[config.mk]
export PLATFORM = sky130hd
export DESIGN_NAME = aes_mixkey_pipe
export DESIGN_NICKNAME = d
export VERILOG_FILES = /design/src/rtl/aes_mk_pkg.sv /design/src/rtl/aes_mk_cfg.sv /design/src/rtl/aes_mk_lane.sv /design/src/rtl/aes_mixkey_pipe.sv
export SDC_FILE = /design/constraint.sdc
export NUM_CORES = 1
export LEC_CHECK = 0
export BUFFER_PORTS_ARGS = -buffer_cell sky130_fd_sc_hd__buf_4
export CAP_MARGIN = 20
export CORE_ASPECT_RATIO = 1.1
export CORE_MARGIN = 3
export CORE_UTILIZATION = 55
export DETAILED_ROUTE_END_ITERATION = 10
export PLACE_DENSITY = 0.75
export SLEW_MARGIN = 15
export SYNTH_ARGS = -nofsm -noshare
export SYNTH_HDL_FRONTEND = slang
export SYNTH_SLANG_ARGS = --single-unit
export TNS_END_PERCENT = 5
[constraint.sdc]
create_clock -name clk -period 4.2 [get_ports clk]
set_clock_uncertainty 0.05 [all_clocks]
set_input_delay 0.63 -clock clk [delete_from_list [all_inputs] [get_ports clk]]
set_output_delay 0.63 -clock clk [all_outputs]
set_load 0.1 [all_outputs]
[src/rtl/aes_mk_pkg.sv]
package aes_mk_pkg;
    localparam int BYTE_W = 8;
    localparam int LANES  = 4;
    localparam int WORD_W = BYTE_W * LANES;
    localparam int ADDR_W = 3;

    localparam logic [ADDR_W-1:0] ADDR_SHIFT = 3'd4;
    localparam logic [ADDR_W-1:0] ADDR_MASK  = 3'd5;
    localparam logic [ADDR_W-1:0] ADDR_POLY  = 3'd6;

    localparam logic [BYTE_W-1:0] RST_SHIFT = 8'h07;
    localparam logic [BYTE_W-1:0] RST_MASK  = 8'h01;
    localparam logic [BYTE_W-1:0] RST_POLY  = 8'h1B;

    typedef struct packed {
        logic              last;
        logic [WORD_W-1:0] key;
        logic [BYTE_W-1:0] shamt;
        logic [BYTE_W-1:0] mask;
        logic [BYTE_W-1:0] poly;
    } side_t;
endpackage

[src/rtl/aes_mk_cfg.sv]
module aes_mk_cfg
    import aes_mk_pkg::*;
(
    input  logic              clk,
    input  logic              rst_n,
    input  logic              we,
    input  logic [ADDR_W-1:0] addr,
    input  logic [BYTE_W-1:0] wdata,
    output logic [WORD_W-1:0] key_word,
    output logic [BYTE_W-1:0] shamt,
    output logic [BYTE_W-1:0] mask,
    output logic [BYTE_W-1:0] poly
);
    logic [BYTE_W-1:0] key_q [LANES];
    logic [BYTE_W-1:0] sh_q, mk_q, pl_q;

    generate
        for (genvar i = 0; i < LANES; i++) begin : g_key
            always_ff @(posedge clk) begin
                if (!rst_n)
                    key_q[i] <= '0;
                else if (we && addr == ADDR_W'(i))
                    key_q[i] <= wdata;
            end
            assign key_word[(LANES-1-i)*BYTE_W +: BYTE_W] = key_q[i];
        end
    endgenerate

    always_ff @(posedge clk) begin
        if (!rst_n) begin
            sh_q <= RST_SHIFT;
            mk_q <= RST_MASK;
            pl_q <= RST_POLY;
        end else if (we) begin
            case (addr)
                ADDR_SHIFT: sh_q <= wdata;
                ADDR_MASK:  mk_q <= wdata;
                ADDR_POLY:  pl_q <= wdata;
                default:    ;
            endcase
        end
    end

    assign shamt = sh_q;
    assign mask  = mk_q;
    assign poly  = pl_q;
endmodule

[src/rtl/aes_mk_lane.sv]
module aes_mk_lane
    import aes_mk_pkg::*;
(
    input  logic              clk,
    input  logic              rst_n,
    input  logic [BYTE_W-1:0] xa,
    input  logic [BYTE_W-1:0] xb,
    input  logic [BYTE_W-1:0] xc,
    input  logic [BYTE_W-1:0] xd,
    input  logic [BYTE_W-1:0] shamt_s2,
    input  logic [BYTE_W-1:0] mask_s2,
    input  logic [BYTE_W-1:0] poly_s3,
    input  logic              last_s5,
    input  logic [BYTE_W-1:0] key_s5,
    output logic [BYTE_W-1:0] y
);
    localparam int PROD_W = 2 * BYTE_W;

    logic [BYTE_W-1:0] pair_q, tri_q, own2_q;
    logic [BYTE_W-1:0] sl_q, hi_q, tri3_q, own3_q;
    logic [BYTE_W-1:0] red_q, sl4_q, tri4_q, own4_q;
    logic [BYTE_W-1:0] dbl_q, tri5_q, own5_q;
    logic [BYTE_W-1:0] y_q;
    logic [PROD_W-1:0] prod;

    assign prod = PROD_W'(hi_q) * PROD_W'(poly_s3);

    always_ff @(posedge clk) begin
        if (!rst_n) begin
            pair_q <= '0; tri_q <= '0; own2_q <= '0;
            sl_q   <= '0; hi_q  <= '0; tri3_q <= '0; own3_q <= '0;
            red_q  <= '0; sl4_q <= '0; tri4_q <= '0; own4_q <= '0;
            dbl_q  <= '0; tri5_q <= '0; own5_q <= '0;
            y_q    <= '0;
        end else begin
            pair_q <= xa ^ xb;
            tri_q  <= xb ^ (xc ^ xd);
            own2_q <= xa;
            sl_q   <= pair_q << 1;
            hi_q   <= (pair_q >> shamt_s2) & mask_s2;
            tri3_q <= tri_q;
            own3_q <= own2_q;
            red_q  <= prod[BYTE_W-1:0];
            sl4_q  <= sl_q;
            tri4_q <= tri3_q;
            own4_q <= own3_q;
            dbl_q  <= sl4_q ^ red_q;
            tri5_q <= tri4_q;
            own5_q <= own4_q;
            y_q    <= (last_s5 ? own5_q : (dbl_q ^ tri5_q)) ^ key_s5;
        end
    end

    assign y = y_q;
endmodule

[src/rtl/aes_mixkey_pipe.sv]
module aes_mixkey_pipe
    import aes_mk_pkg::*;
(
    input  logic        clk,
    input  logic        rst_n,
    input  logic        in_valid,
    input  logic        in_last,
    input  logic [31:0] in_col,
    input  logic        cfg_we,
    input  logic [2:0]  cfg_addr,
    input  logic [7:0]  cfg_wdata,
    output logic        out_valid,
    output logic [31:0] out_col
);
    localparam int DEPTH = 6;

    logic [WORD_W-1:0] key_word;
    logic [BYTE_W-1:0] cfg_sh, cfg_mk, cfg_pl;
    logic [WORD_W-1:0] col_q;
    logic              vld_q [1:DEPTH];
    side_t             side_q [1:DEPTH-1];
    side_t             side_in;

    aes_mk_cfg u_cfg (
        .clk      (clk),
        .rst_n    (rst_n),
        .we       (cfg_we),
        .addr     (cfg_addr),
        .wdata    (cfg_wdata),
        .key_word (key_word),
        .shamt    (cfg_sh),
        .mask     (cfg_mk),
        .poly     (cfg_pl)
    );

    assign side_in = '{last: in_last, key: key_word, shamt: cfg_sh,
                       mask: cfg_mk, poly: cfg_pl};

    always_ff @(posedge clk) begin
        if (!rst_n) begin
            col_q <= '0;
            for (int s = 1; s <= DEPTH; s++) vld_q[s] <= 1'b0;
            for (int s = 1; s < DEPTH; s++)  side_q[s] <= '0;
        end else begin
            col_q     <= in_col;
            vld_q[1]  <= in_valid;
            side_q[1] <= side_in;
            for (int s = 2; s <= DEPTH; s++) vld_q[s] <= vld_q[s-1];
            for (int s = 2; s < DEPTH; s++)  side_q[s] <= side_q[s-1];
        end
    end

    generate
        for (genvar i = 0; i < LANES; i++) begin : g_lane
            localparam int PA = (LANES-1-i) * BYTE_W;
            localparam int PB = (LANES-1-((i+1)%LANES)) * BYTE_W;
            localparam int PC = (LANES-1-((i+2)%LANES)) * BYTE_W;
            localparam int PD = (LANES-1-((i+3)%LANES)) * BYTE_W;
            aes_mk_lane u_lane (
                .clk      (clk),
                .rst_n    (rst_n),
                .xa       (col_q[PA +: BYTE_W]),
                .xb       (col_q[PB +: BYTE_W]),
                .xc       (col_q[PC +: BYTE_W]),
                .xd       (col_q[PD +: BYTE_W]),
                .shamt_s2 (side_q[2].shamt),
                .mask_s2  (side_q[2].mask),
                .poly_s3  (side_q[3].poly),
                .last_s5  (side_q[5].last),
                .key_s5   (side_q[5].key[PA +: BYTE_W]),
                .y        (out_col[PA +: BYTE_W])
            );
        end
    endgenerate

    assign out_valid = vld_q[DEPTH];
endmodule

==> results.py <==
metrics = {
    "synthesis": {
        "synthSimpleGateAreaFrac_pct": 21.0,
        "synth_top_cell_by_area": "dfxtp_1",
        "synth.yosys.seq_area_share_pct": 58.7,
        "synth_area_um2": 27400,
        "synth_cell_types": 43,
        "synth_top_family_by_area": "simple AND/OR/NAND/NOR gates",
        "synth_xor_xnor_area_share_pct": 7.27,
        "syn_nets": 2650,
        "synth-compound-area-share_pct": 1.79,
        "synth_mux_area_share_pct": 1.91,
        "ys_top_cells_by_area": "dfxtp_1 (55%), and2_1 (16%), xnor2_1 (5.4%), fa_1 (3.5%), edfxtp_1 (3.5%)",
        "synth_area_per_cell_um2": 11.0,
        "synth_warnings": 0,
        "ys_ff_latch": 787,
        "synth_adder_area_share_pct": 6.43,
        "synth_top_area_share_pct": 55.2,
        "synth_cells": 2490,
    },
    "cells_and_area": {
        "fillerInstances": 3830,
        "nNetsFinal": 2718,
        "top_register": "side_q",
        "largest_register_ffs": 221,
        "drive_gt1_share_pct": 9.56,
        "area_growth_pct": 13.8,
    },
    "die": {
        "fp.dieH_um": 240,
        "start_util_pct": 55.8,
        "rows": 85,
        "io_pins": 81,
        "core_area_um2": 49100,
        "die_area_um2": 52500,
        "die_x_um": 219,
    },
    "grt": {
        "grt_pass1_wl_um": 85400,
        "antenna_found_initial": 4,
        "grt_pass1_vias": 15700,
        "grt_use_total_pct": 21.0,
        "grt_overflow": 0,
        "grt_max_degree": 246,
    },
    "critical_path": {
        "worstPathRequired_ps": 4640,
        "reg2reg_depth": 13,
        "worstSetupPathType": "reg -> reg",
        "start_kind": "register",
        "cp_max_fo": 12,
        "arrival_ps": 4490,
        "endpoint_kind": "register",
    },
    "cts": {
        "cts_buffers": 76,
        "cts_sinks": 787,
        "cts_setup_buffers": 0,
        "cts.repair.resized": 1,
        "clk_latency_ps": 620,
        "h-tree-depth": 3,
        "cts_tree": "done",
        "clk_path_buf_depth": 3,
        "ctsHoldBuffers": 0,
        "clk_pin_slew_worst_paths_ps": 60,
        "cts_root_buffer": "clkbuf_16",
    },
    "routing": {
        "routedWlPerCell_um": 16.5,
        "vias": 15600,
        "vias_per_cell": 4.76,
        "postRouteAntennaNets": 0,
        "drt-initial-drc-count": 850,
        "drc": 0,
        "dr.pass1.iters": 5,
        "drt-total-wl_um": 54000,
    },
    "timing": {
        "fin_crit_sh_pct": 96.4,
        "fin_ws_ps": 151,
        "setup_viol": 0,
        "hold_ws_ps": 165,
        "grt_setup_unrepaired": "yes",
        "worst_pin_slew_ps": 1050,
        "fmax_mhz": 247,
        "fin_crit_ps": 4050,
        "max_slew_margin_pct": 29.8,
        "hold_violations": 0,
        "slew_viol_final": 0,
    },
    "worst_hold_path": {
        "hp-class": "in -> reg",
        "min_path_cells": 2,
    },
    "power": {
        "peakVddDrop_uv": 369,
        "p_leak_nw": 13.2,
        "power_density_nw_per_um2": 493,
        "p_total_w": 0.0154,
    },
    "placed_design": {
        "port_buffers": 80,
        "place_ws_ps": -39.6,
        "gp_congestion": 0.887,
        "place_hpwl_um": 37400,
    },
    "run": {
        "cap_violations": 0,
    },
    "run_status": {
        "status": "completed",
    },
}
[worst paths after layout]
check,slack [ps],endpoint,from
setup / recovery,150,g_lane[3].u_lane.red_q[7],side_q[0][173]
hold / removal,160,col_q[5],in_col[5]
setup reg to reg,150,g_lane[3].u_lane.red_q[7],side_q[0][173]
hold reg to reg,370,side_q[0][219],side_q[0][162]
[layer usage]
layer,global-route usage [%],part of all wire [%]
met2,35.5,48
met3,3.06,3.8
met1,27.7,45
met4,7.58,2.8
met5,0,0
[critical path, cell delays in order, from the launching register on]
cell and delay [ps]:
dfxtp_2 370, buf_4 150, buf_4 170, and2_1 170, fa_1 420, inv_1 80, fa_1 430, fa_1 510
fa_1 380, xor2_1 180, xnor3_1 320, xnor3_1 370, xnor3_1 200, and2_1 150
[cells by family (layout without fill, tap and decap cells)]
group,Yosys count,count (layout)
AND/OR/NAND/NOR,1042,1042
XOR/XNOR,210,210
flip-flops,787,787
buffers and inverters,211,337
adder cells (fa/ha/maj),112,112
AO/OA/AOI/OAI,90,90
multiplexers,38,38
other,0,1
[placed cells by master (no fill, tap or decap), drive strengths merged, types with 3 or more instances in the layout]
master / instances
a21o: 8
a21oi: 36
nor2: 153
buf: 104
inv: 97
xor2: 28
a22oi: 4
nand2: 157
mux2: 5
xnor2: 172
mux2i: 22
edfxtp: 32
ha: 64
nor3: 4
clkinv: 22
bufinv: 5
xnor3: 10
clkinvlp: 3
o21ai: 38
nor4: 3
and3: 10
or2: 3
nand3: 10
dfxtp: 755
clkbuf: 106
mux4: 11
fa: 48
and2: 692
[per-stage QoR]
stage | instances | TNS [ps] | instance area (um2) | util, %
2_1_floorplan | 2490 | 0 | 27400 | -
3_3_place_gp | 3131 | 0 | 28600 | 58.2
3_5_place_dp | 3131 | -39.6 | 28600 | 58.2
4_1_cts | 3267 | 0 | 31200 | 63.4
5_1_grt | 3268 | -9.98 | 31200 | 63.5
6_report | 3269 | 0 | 31200 | 63.5
[Yosys cell counts, drive strengths merged]
cell / n
a21o: 8
a21oi: 36
a22oi: 4
and2: 692
and2b: 1
and3: 10
buf: 14
clkbuf: 100
dfxtp: 755
edfxtp: 32
fa: 48
ha: 64
inv: 97
mux2: 5
mux2i: 22
mux4: 11
nand2: 157
nand2b: 2
nand3: 10
nand3b: 2
nor2: 153
nor2b: 1
nor3: 4
nor3b: 1
nor4: 3
o211ai: 1
o21a: 1
o21ai: 38
o31ai: 2
or2: 3
or3: 2
or4: 1
xnor2: 172
xnor3: 10
xor2: 28
[power by group]
| part | internal (W) | switching [W] |
|---|---|---|
| sequential | 0.00778 | 0.000157 |
| combinational | 0.000271 | 0.000355 |
| clock | 0.00401 | 0.00281 |
| total | 0.0121 | 0.00332 |
[area by class of cell]
class / instances / area (um2) / share of cell area, %
Antenna cell: 1 / 2.50 / 0.00802
Clock buffer: 106 / 2210 / 7.08
Clock inverter: 30 / 367 / 1.18
Multi-Input combinational cell: 1492 / 10500 / 33.8
Tap cell: 652 / 816 / 2.62
Sequential cell: 787 / 16100 / 51.6
Timing Repair Buffer: 104 / 821 / 2.63
Inverter: 97 / 367 / 1.18
No activity file was read; power rests on OpenSTA's default activity.
